[config.mk]
export PLATFORM = sky130hd
export DESIGN_NAME = sar_adc_ctrl
export DESIGN_NICKNAME = d
export VERILOG_FILES = /design/src/rtl/sarctl_pkg.sv /design/src/rtl/sarctl_sync.sv /design/src/rtl/sarctl_wake.sv /design/src/rtl/sarctl_seq.sv /design/src/rtl/sarctl_out.sv /design/src/rtl/sar_adc_ctrl.sv
export SDC_FILE = /design/constraint.sdc
export NUM_CORES = 1
export LEC_CHECK = 0
export CAP_MARGIN = 20
export CORE_ASPECT_RATIO = 0.5
export CORE_UTILIZATION = 55
export CTS_BUF_LIST = sky130_fd_sc_hd__clkbuf_4 sky130_fd_sc_hd__clkbuf_8
export CTS_CLUSTER_SIZE = 25
export DETAILED_ROUTE_END_ITERATION = 10
export PLACE_DENSITY_LB_ADDON = 0.05
export SKIP_LAST_GASP = 1
export SYNTH_ARGS = -nofsm -noshare
export SYNTH_HDL_FRONTEND = slang
export SYNTH_SLANG_ARGS = --single-unit
[constraint.sdc]
create_clock -name clk -period 2.25 [get_ports clk]
set_clock_uncertainty 0.05 [all_clocks]
set_input_delay 0.3375 -clock clk [delete_from_list [all_inputs] [get_ports clk]]
set_output_delay 0.3375 -clock clk [all_outputs]
set_load 0.03 [all_outputs]
[src/rtl/sarctl_pkg.sv]
package sarctl_pkg;

    typedef enum logic [2:0] {
        SEQ_IDLE,
        SEQ_SETUP,
        SEQ_DECIDE,
        SEQ_LATCH,
        SEQ_DRAIN
    } seq_state_e;

    typedef struct packed {
        logic cs;
        logic convst;
        logic rd;
        logic shdn;
    } ctl_pins_t;

    localparam int unsigned CTL_PIN_COUNT = $bits(ctl_pins_t);

endpackage

[src/rtl/sarctl_sync.sv]
module sarctl_sync #(
    parameter int unsigned W = 1,
    parameter logic [W-1:0] RST_VAL = '1
) (
    input  logic         clk,
    input  logic         rst,
    input  logic [W-1:0] d,
    output logic [W-1:0] q
);
    logic [W-1:0] meta_q;
    logic [W-1:0] stab_q;

    always_ff @(posedge clk) begin
        if (rst) begin
            meta_q <= RST_VAL;
            stab_q <= RST_VAL;
        end else begin
            meta_q <= d;
            stab_q <= meta_q;
        end
    end

    assign q = stab_q;
endmodule

[src/rtl/sarctl_wake.sv]
module sarctl_wake #(
    parameter int unsigned WAKE_CYCLES = 88
) (
    input  logic clk,
    input  logic rst,
    input  logic awake,
    output logic ready
);
    localparam int unsigned CW = $clog2(WAKE_CYCLES + 1);

    logic [CW-1:0] left_q;

    always_ff @(posedge clk) begin
        if (rst) begin
            left_q <= '0;
        end else if (!awake) begin
            left_q <= CW'(WAKE_CYCLES);
        end else if (left_q != '0) begin
            left_q <= left_q - CW'(1);
        end
    end

    assign ready = awake && (left_q == '0);

    AST_WAKE_REFUSE: assert property (@(posedge clk) disable iff (rst)
        (awake && !$past(awake)) |-> !ready);
endmodule

[src/rtl/sarctl_seq.sv]
module sarctl_seq
    import sarctl_pkg::*;
#(
    parameter int unsigned BITS = 12,
    parameter int unsigned SETUP_CYCLES = 1
) (
    input  logic            clk,
    input  logic            rst,
    input  logic            start,
    input  logic            cmp_hi,
    output logic            busy,
    output logic            load,
    output logic [BITS-1:0] trial
);
    localparam int unsigned IW = $clog2(BITS);
    localparam int unsigned SW = $clog2(SETUP_CYCLES + 1);
    localparam logic [BITS-1:0] ONE_W = BITS'(1);
    localparam logic [BITS-1:0] MSB_W = ONE_W << (BITS - 1);

    seq_state_e      state_q;
    logic [IW-1:0]   bit_q;
    logic [SW-1:0]   setup_q;
    logic [BITS-1:0] sar_q;
    logic [BITS-1:0] cur_mask;
    logic [BITS-1:0] sar_nxt;

    always_comb begin
        cur_mask = ONE_W << bit_q;
        sar_nxt  = sar_q;
        if (cmp_hi) begin
            sar_nxt = sar_nxt & ~cur_mask;
        end
        if (bit_q != '0) begin
            sar_nxt = sar_nxt | (cur_mask >> 1);
        end
    end

    always_ff @(posedge clk) begin
        if (rst) begin
            state_q <= SEQ_IDLE;
            bit_q   <= '0;
            setup_q <= '0;
            sar_q   <= '0;
        end else begin
            case (state_q)
                SEQ_IDLE: begin
                    if (start) begin
                        sar_q   <= MSB_W;
                        bit_q   <= IW'(BITS - 1);
                        setup_q <= SW'(SETUP_CYCLES - 1);
                        state_q <= SEQ_SETUP;
                    end
                end
                SEQ_SETUP: begin
                    if (setup_q == '0) begin
                        state_q <= SEQ_DECIDE;
                    end else begin
                        setup_q <= setup_q - SW'(1);
                    end
                end
                SEQ_DECIDE: begin
                    sar_q <= sar_nxt;
                    if (bit_q == '0) begin
                        state_q <= SEQ_LATCH;
                    end else begin
                        bit_q <= bit_q - IW'(1);
                    end
                end
                SEQ_LATCH: state_q <= SEQ_DRAIN;
                SEQ_DRAIN: state_q <= SEQ_IDLE;
                default:   state_q <= SEQ_IDLE;
            endcase
        end
    end

    assign busy  = (state_q != SEQ_IDLE);
    assign load  = (state_q == SEQ_LATCH);
    assign trial = sar_q;

    AST_MSB_FIRST: assert property (@(posedge clk) disable iff (rst)
        (state_q == SEQ_IDLE && start) |=> (trial == MSB_W));
    AST_BIT_STEP: assert property (@(posedge clk) disable iff (rst)
        (state_q == SEQ_DECIDE && $past(state_q) == SEQ_DECIDE)
            |-> (bit_q == $past(bit_q) - IW'(1)));
    AST_NO_RESTART: assert property (@(posedge clk) disable iff (rst)
        (state_q != SEQ_IDLE && state_q != SEQ_SETUP) |=> (state_q != SEQ_SETUP));
endmodule

[src/rtl/sarctl_out.sv]
module sarctl_out #(
    parameter int unsigned BITS = 12
) (
    input  logic            clk,
    input  logic            rst,
    input  logic            load,
    input  logic [BITS-1:0] raw,
    input  logic            bipolar,
    input  logic            bus_en,
    output logic [BITS-1:0] held,
    output logic [BITS-1:0] dout,
    output logic            oe
);
    logic [BITS-1:0] held_q;
    logic [BITS-1:0] code;

    always_ff @(posedge clk) begin
        if (rst) begin
            held_q <= '0;
        end else if (load) begin
            held_q <= raw;
        end
    end

    for (genvar i = 0; i < BITS; i++) begin : g_fmt
        if (i == BITS - 1) begin : g_sign
            assign code[i] = held_q[i] ^ bipolar;
        end else begin : g_mag
            assign code[i] = held_q[i];
        end
    end

    assign held = held_q;
    assign dout = bus_en ? code : '0;
    assign oe   = bus_en;

    AST_HOLD_PREV: assert property (@(posedge clk) disable iff (rst)
        !load |=> $stable(held_q));
endmodule

[src/rtl/sar_adc_ctrl.sv]
module sar_adc_ctrl
    import sarctl_pkg::*;
#(
    parameter int unsigned BITS = 12,
    parameter int unsigned SETUP_CYCLES = 1,
    parameter int unsigned WAKE_CYCLES = 88
) (
    input  logic            clk,
    input  logic            rst,
    input  logic            cs_n,
    input  logic            convst_n,
    input  logic            rd_n,
    input  logic            shdn_n,
    input  logic            bipolar,
    input  logic            cmp_hi,
    output logic            busy_n,
    output logic [BITS-1:0] dac_word,
    output logic [BITS-1:0] dout,
    output logic            dout_oe
);
    localparam int unsigned CONV_CYCLES = SETUP_CYCLES + BITS + 2;
    localparam int unsigned LW = $clog2(CONV_CYCLES + 1) + 1;

    ctl_pins_t       pins_raw;
    ctl_pins_t       pins_s;
    logic            convst_prev_q;
    logic            conv_fall;
    logic            wake_ready;
    logic            seq_busy;
    logic            seq_load;
    logic            start;
    logic [BITS-1:0] held_word;

    assign pins_raw = '{cs: cs_n, convst: convst_n, rd: rd_n, shdn: shdn_n};

    sarctl_sync #(.W(CTL_PIN_COUNT), .RST_VAL('1)) u_sync (
        .clk (clk),
        .rst (rst),
        .d   (pins_raw),
        .q   (pins_s)
    );

    always_ff @(posedge clk) begin
        if (rst) begin
            convst_prev_q <= 1'b1;
        end else begin
            convst_prev_q <= pins_s.convst;
        end
    end

    assign conv_fall = convst_prev_q && !pins_s.convst;

    sarctl_wake #(.WAKE_CYCLES(WAKE_CYCLES)) u_wake (
        .clk   (clk),
        .rst   (rst),
        .awake (pins_s.shdn),
        .ready (wake_ready)
    );

    assign start = conv_fall && !pins_s.cs && wake_ready && !seq_busy;

    sarctl_seq #(.BITS(BITS), .SETUP_CYCLES(SETUP_CYCLES)) u_seq (
        .clk    (clk),
        .rst    (rst),
        .start  (start),
        .cmp_hi (cmp_hi),
        .busy   (seq_busy),
        .load   (seq_load),
        .trial  (dac_word)
    );

    sarctl_out #(.BITS(BITS)) u_out (
        .clk     (clk),
        .rst     (rst),
        .load    (seq_load),
        .raw     (dac_word),
        .bipolar (bipolar),
        .bus_en  (!pins_s.cs && !pins_s.rd),
        .held    (held_word),
        .dout    (dout),
        .oe      (dout_oe)
    );

    assign busy_n = !seq_busy;

    logic [LW-1:0] busy_len_q;
    always_ff @(posedge clk) begin
        if (rst) begin
            busy_len_q <= '0;
        end else if (seq_busy) begin
            busy_len_q <= busy_len_q + LW'(1);
        end else begin
            busy_len_q <= '0;
        end
    end

    AST_START_GATED: assert property (@(posedge clk) disable iff (rst)
        $fell(busy_n) |-> $past(!pins_s.cs && pins_s.shdn));
    AST_BUSY_LEN: assert property (@(posedge clk) disable iff (rst)
        $rose(busy_n) |-> (busy_len_q == LW'(CONV_CYCLES)));
    AST_READY_AT_RISE: assert property (@(posedge clk) disable iff (rst)
        $rose(busy_n) |-> ($stable(held_word) && held_word == dac_word));
    AST_SHDN_BLOCK: assert property (@(posedge clk) disable iff (rst)
        !pins_s.shdn |=> !$fell(busy_n));
    AST_BUS_QUIET: assert property (@(posedge clk) disable iff (rst)
        !dout_oe |-> (dout == '0));
endmodule

==> results.md <==
- After detailed placement, the design holds a cell count of 310.
- The total overflow left after global routing is 0.
- The completed layout was analyzed and its total power is 1.967 mW.
- After filler insertion, the fill cell instance count of the layout stands at 300.
- The maximum number of pins on one net before global-route repair is 34.
- Summed over all nets, the half-perimeter wirelength after detailed placement is 3.001 mm.
- The clock transition time at the flip-flop clock pins of the worst setup and hold paths is 80 ps.
- The wire length of the first global-routing pass is 7.031 mm.
- The most common cell after layout, fill and taps aside is sky130_fd_sc_hd__dfxtp_1.
- The H-tree was split into 2 levels.
- 34 I/O pins were placed.
- The areal power density over the cells is 770.6 nW/um2.
- The initial utilization of the core area, before any placement, comes to 59.40%.
- Of the cells placed in the final design, the portion with a size suffix greater than 1 is 11.99%.
- In this run the register-to-register setup slack is 300 ps.
- The number of synthesis warnings is 0.
- The worst path arrival time is 1720 ps.
- The DRC marker count from the first detailed-route iteration is 41.
- The count of hold-fix buffers inserted at cts is 0.
- The path class of the tightest hold or removal check is reg -> reg.
- The initial antenna violation count was 0.
- The worst slack at placement is 137.9 ps.
- The standard cell area after detailed placement is 2461 um2.
- The start-to-end type of the worst setup path is in -> out.
- After layout, the worst setup slack is 145.1 ps.
- The number of nets in the finished design is 280.
- The per-instance average area after synthesis is 8.956 um2.
- In this run the static leakage power is 0.9406 nW.
- The number of instances in the synthesized netlist is 234.
- During placement, the flow inserted port buffers numbering 33.
- The die height is 45.65 um.
- The number of buffers created by CTS is 5.
- Global routing used 23.50% of the available tracks across all layers.
- The kind of cell with the highest combined delay along the critical path is buffers and inverters.
- The highest cell delay on the worst timing path is 690 ps.
- For the worst setup path, the data required time is 1860 ps.
- The post-route cell area is 2552 um2.
- The cell type with the highest occurrence count on the critical path is sky130_fd_sc_hd__clkdlybuf4s50_1.
- The clock tree from TritonCTS is done.
- STA classifies the critical path endpoint as a primary output.
- The floorplan has 15 rows.
- The count of flip-flops with a built-in enable after synthesis is 0.
- The die covers 4077 um2.
- The critical path goes through clkdlybuf4s50_1 > xnor2_1 > nor3_1 > clkdlybuf4s50_1.
- The fmax is 475.1 MHz.
- The number of nets in the synthesized netlist is 248.
- The startpoint identified for the worst register-to-register timing path is u_wake.left_q[0].
- The netlist area before placement is 2096 um2.
- After clock tree synthesis, the repair step resized 0 gates.
- The number of cells on the worst hold path is 1.
- The async set-or-reset flop fraction in the synthesized netlist is 0%.
- The peak ir drop on the vdd network is 0.7512 mV.
- The total area inside the core boundary comes to 3528 um2.
- The flip-flop and latch count after synthesis is 47.
- The worst hold path startpoint is u_sync.meta_q[0].
- The run finished with clean final reports.
- The maximum fanout along the worst path is 1.
- The maximum number of buffers from clock root to sink is 2.
- The tree built by TritonCTS fans out to 47 sinks.
- The via count of the first global-routing pass is 1541.
- The top-area cell type share of the netlist area is 44.90%.
- The congestion estimate from routability-driven global placement came to 0.8528.
- The area added between synthesis and finish is 21.79%.
- Setup repair after global routing left no endpoint under its margin.
- The buffers plus inverters on the worst setup path is 2.
- The final routed DRC violation total is 0.
- The slowest stage of the critical path is the sky130_fd_sc_hd__clkdlybuf4s50_1 cell.
- The minimum clock period after layout is 2105 ps.
- The share of the yosys chip area belonging to registers is 44.90%.
- The capture instance of the worst register-to-register path is u_seq.trial[6].
- The hold violation count in the final report is 0.
- The worst hold path terminates at u_sync.q[0].
- The final number of max-transition violations is 0.
- The number of setup buffers added after CTS is 0.
- The x dimension of the die is 89.30 um.
- Excluding fillers, the count of instances in the completed layout stands at 318.
- The final routed wirelength across all metal layers is 4.201 mm.
- Hold timing on the final database bottoms out at a slack of 366.2 ps.
- The total vias in the final route is 1764.
- Counting cells, the worst reg-to-reg path comes to 6.
- Once detail routing completed, the nets flagged for antenna violations numbered 0.
- The netlist uses 46 different library cells.
- At the pin with the least slew margin, the transition time is 479.0 ps.
- The largest total area in the synthesized netlist belongs to sky130_fd_sc_hd__dfxtp_1.
- CTS placed an instance of sky130_fd_sc_hd__clkbuf_8 at the clock tree root.
- The post-route clock period utilization is 93.55%.
- The final routed wire length divided by cell count is 13.21 um.
- The mean number of vias per cell is 5.547.
- The count of final setup violators is 0.
- The critical path launch point type is an input port.
- The repair_antennas step left the layout with diodes totalling 0.
- The first TritonRoute pass finished after 4 iterations.
- Clock latency on the worst-skew pair, taken at its later pin, is 300 ps.
- Ranked by total cell area, the synthesized netlist is headed by sky130_fd_sc_hd__dfxtp_1, sky130_fd_sc_hd__nand2_1, sky130_fd_sc_hd__a21oi_1, sky130_fd_sc_hd__ha_1, sky130_fd_sc_hd__and2_1.
- Adding up every negative setup slack in the final design gives 0 ps.
- The most used flip-flop cell after synthesis is sky130_fd_sc_hd__dfxtp_1.
- The total of max-cap violations is 0.
- The post-layout utilization of the core is 72.34%.
- The max-slew headroom at the worst pin is 68.00%.
- Leaving out fill and tap cells, the most frequent cells in the layout are sky130_fd_sc_hd__dfxtp_1, sky130_fd_sc_hd__clkdlybuf4s50_1, sky130_fd_sc_hd__nand2_1.
==> how the worst max path moves through the flow <==
stage	startpoint	cells past startpoint	to	slack [ps]
global placement	bipolar	4	dout[11]	170
finish	bipolar	4	dout[11]	150
CTS	u_seq.state_q[2]	2	busy_n	70
floorplan	u_seq.state_q[2]	6	u_seq.trial[4]	210
detailed placement	bipolar	4	dout[11]	140
global route	bipolar	4	dout[11]	70
==> cell usage after synthesis (all sizes together), types with 2 or more instances <==
cell type,n
buf,4
nand2,31
nand3,9
or4,2
a32o,2
a221o,3
nor4b,2
clkbuf,9
or4b,2
a21oi,21
nor2,9
xnor2,6
and3,4
o21ai,3
dfxtp,47
ha,6
or3,3
a21o,3
nor2b,3
nor3,11
inv,7
nand4,2
or2,11
o2bb2ai,2
a22oi,2
a211oi,2
a41o,2
and2,11
a31oi,5
==> kinds of logic (layout without fill, tap and decap cells) <==
family	count (synthesis)	after routing	synth area share (%)
and+or+nand+nor	104	104	27.64
AOI/OAI and AO/OA	50	50	16.42
DFF	47	47	44.90
buffers and inverters	20	53	4.418
adders and majority gates	6	6	3.582
xor gates and xnor gates	6	6	2.507
muxes	1	1	0.5373
==> flip-flops by register name (all words and copies together) (netlist names) <==
name / flops
u_wake.left_q: 7
u_seq.bit_q: 4
u_seq.state_q: 3
u_sync.q: 4
u_out.held: 12
u_seq.trial: 12
convst_prev_q: 1
u_sync.meta_q: 4
==> layer usage <==
| layer | wire length, um | track usage (%) | vias up | part of all wire (%) |
|---|---|---|---|---|
| met2 | 1847 | 37.56 | 46 | 44 |
| met4 | 63 | 9.524 | 0 | 1.5 |
| li1 | - | - | 883 | - |
| met5 | 0 | 0 | - | 0 |
| met1 | 2062 | 31.04 | 826 | 49 |
| met3 | 228 | 5.978 | 9 | 5.4 |
==> where the power goes <==
part / switching [mW] / internal, mW / total (mW)
sequential: 0.0786 / 0.899 / 0.977
combinational: 0.246 / 0.232 / 0.478
clock: 0.270 / 0.242 / 0.512
==> cell type report <==
cell class	instances	area, um2	share of cell area, %
timing repair buffer	38	370.4	14.51
multi-input combinational	167	1062	41.62
tap	51	63.81	2.500
sequential	47	940.9	36.86
clock inverter	1	5.005	0.1961
inverter	7	26.28	1.029
clock buffer	7	83.83	3.284
(Power assumes the default switching activity.)
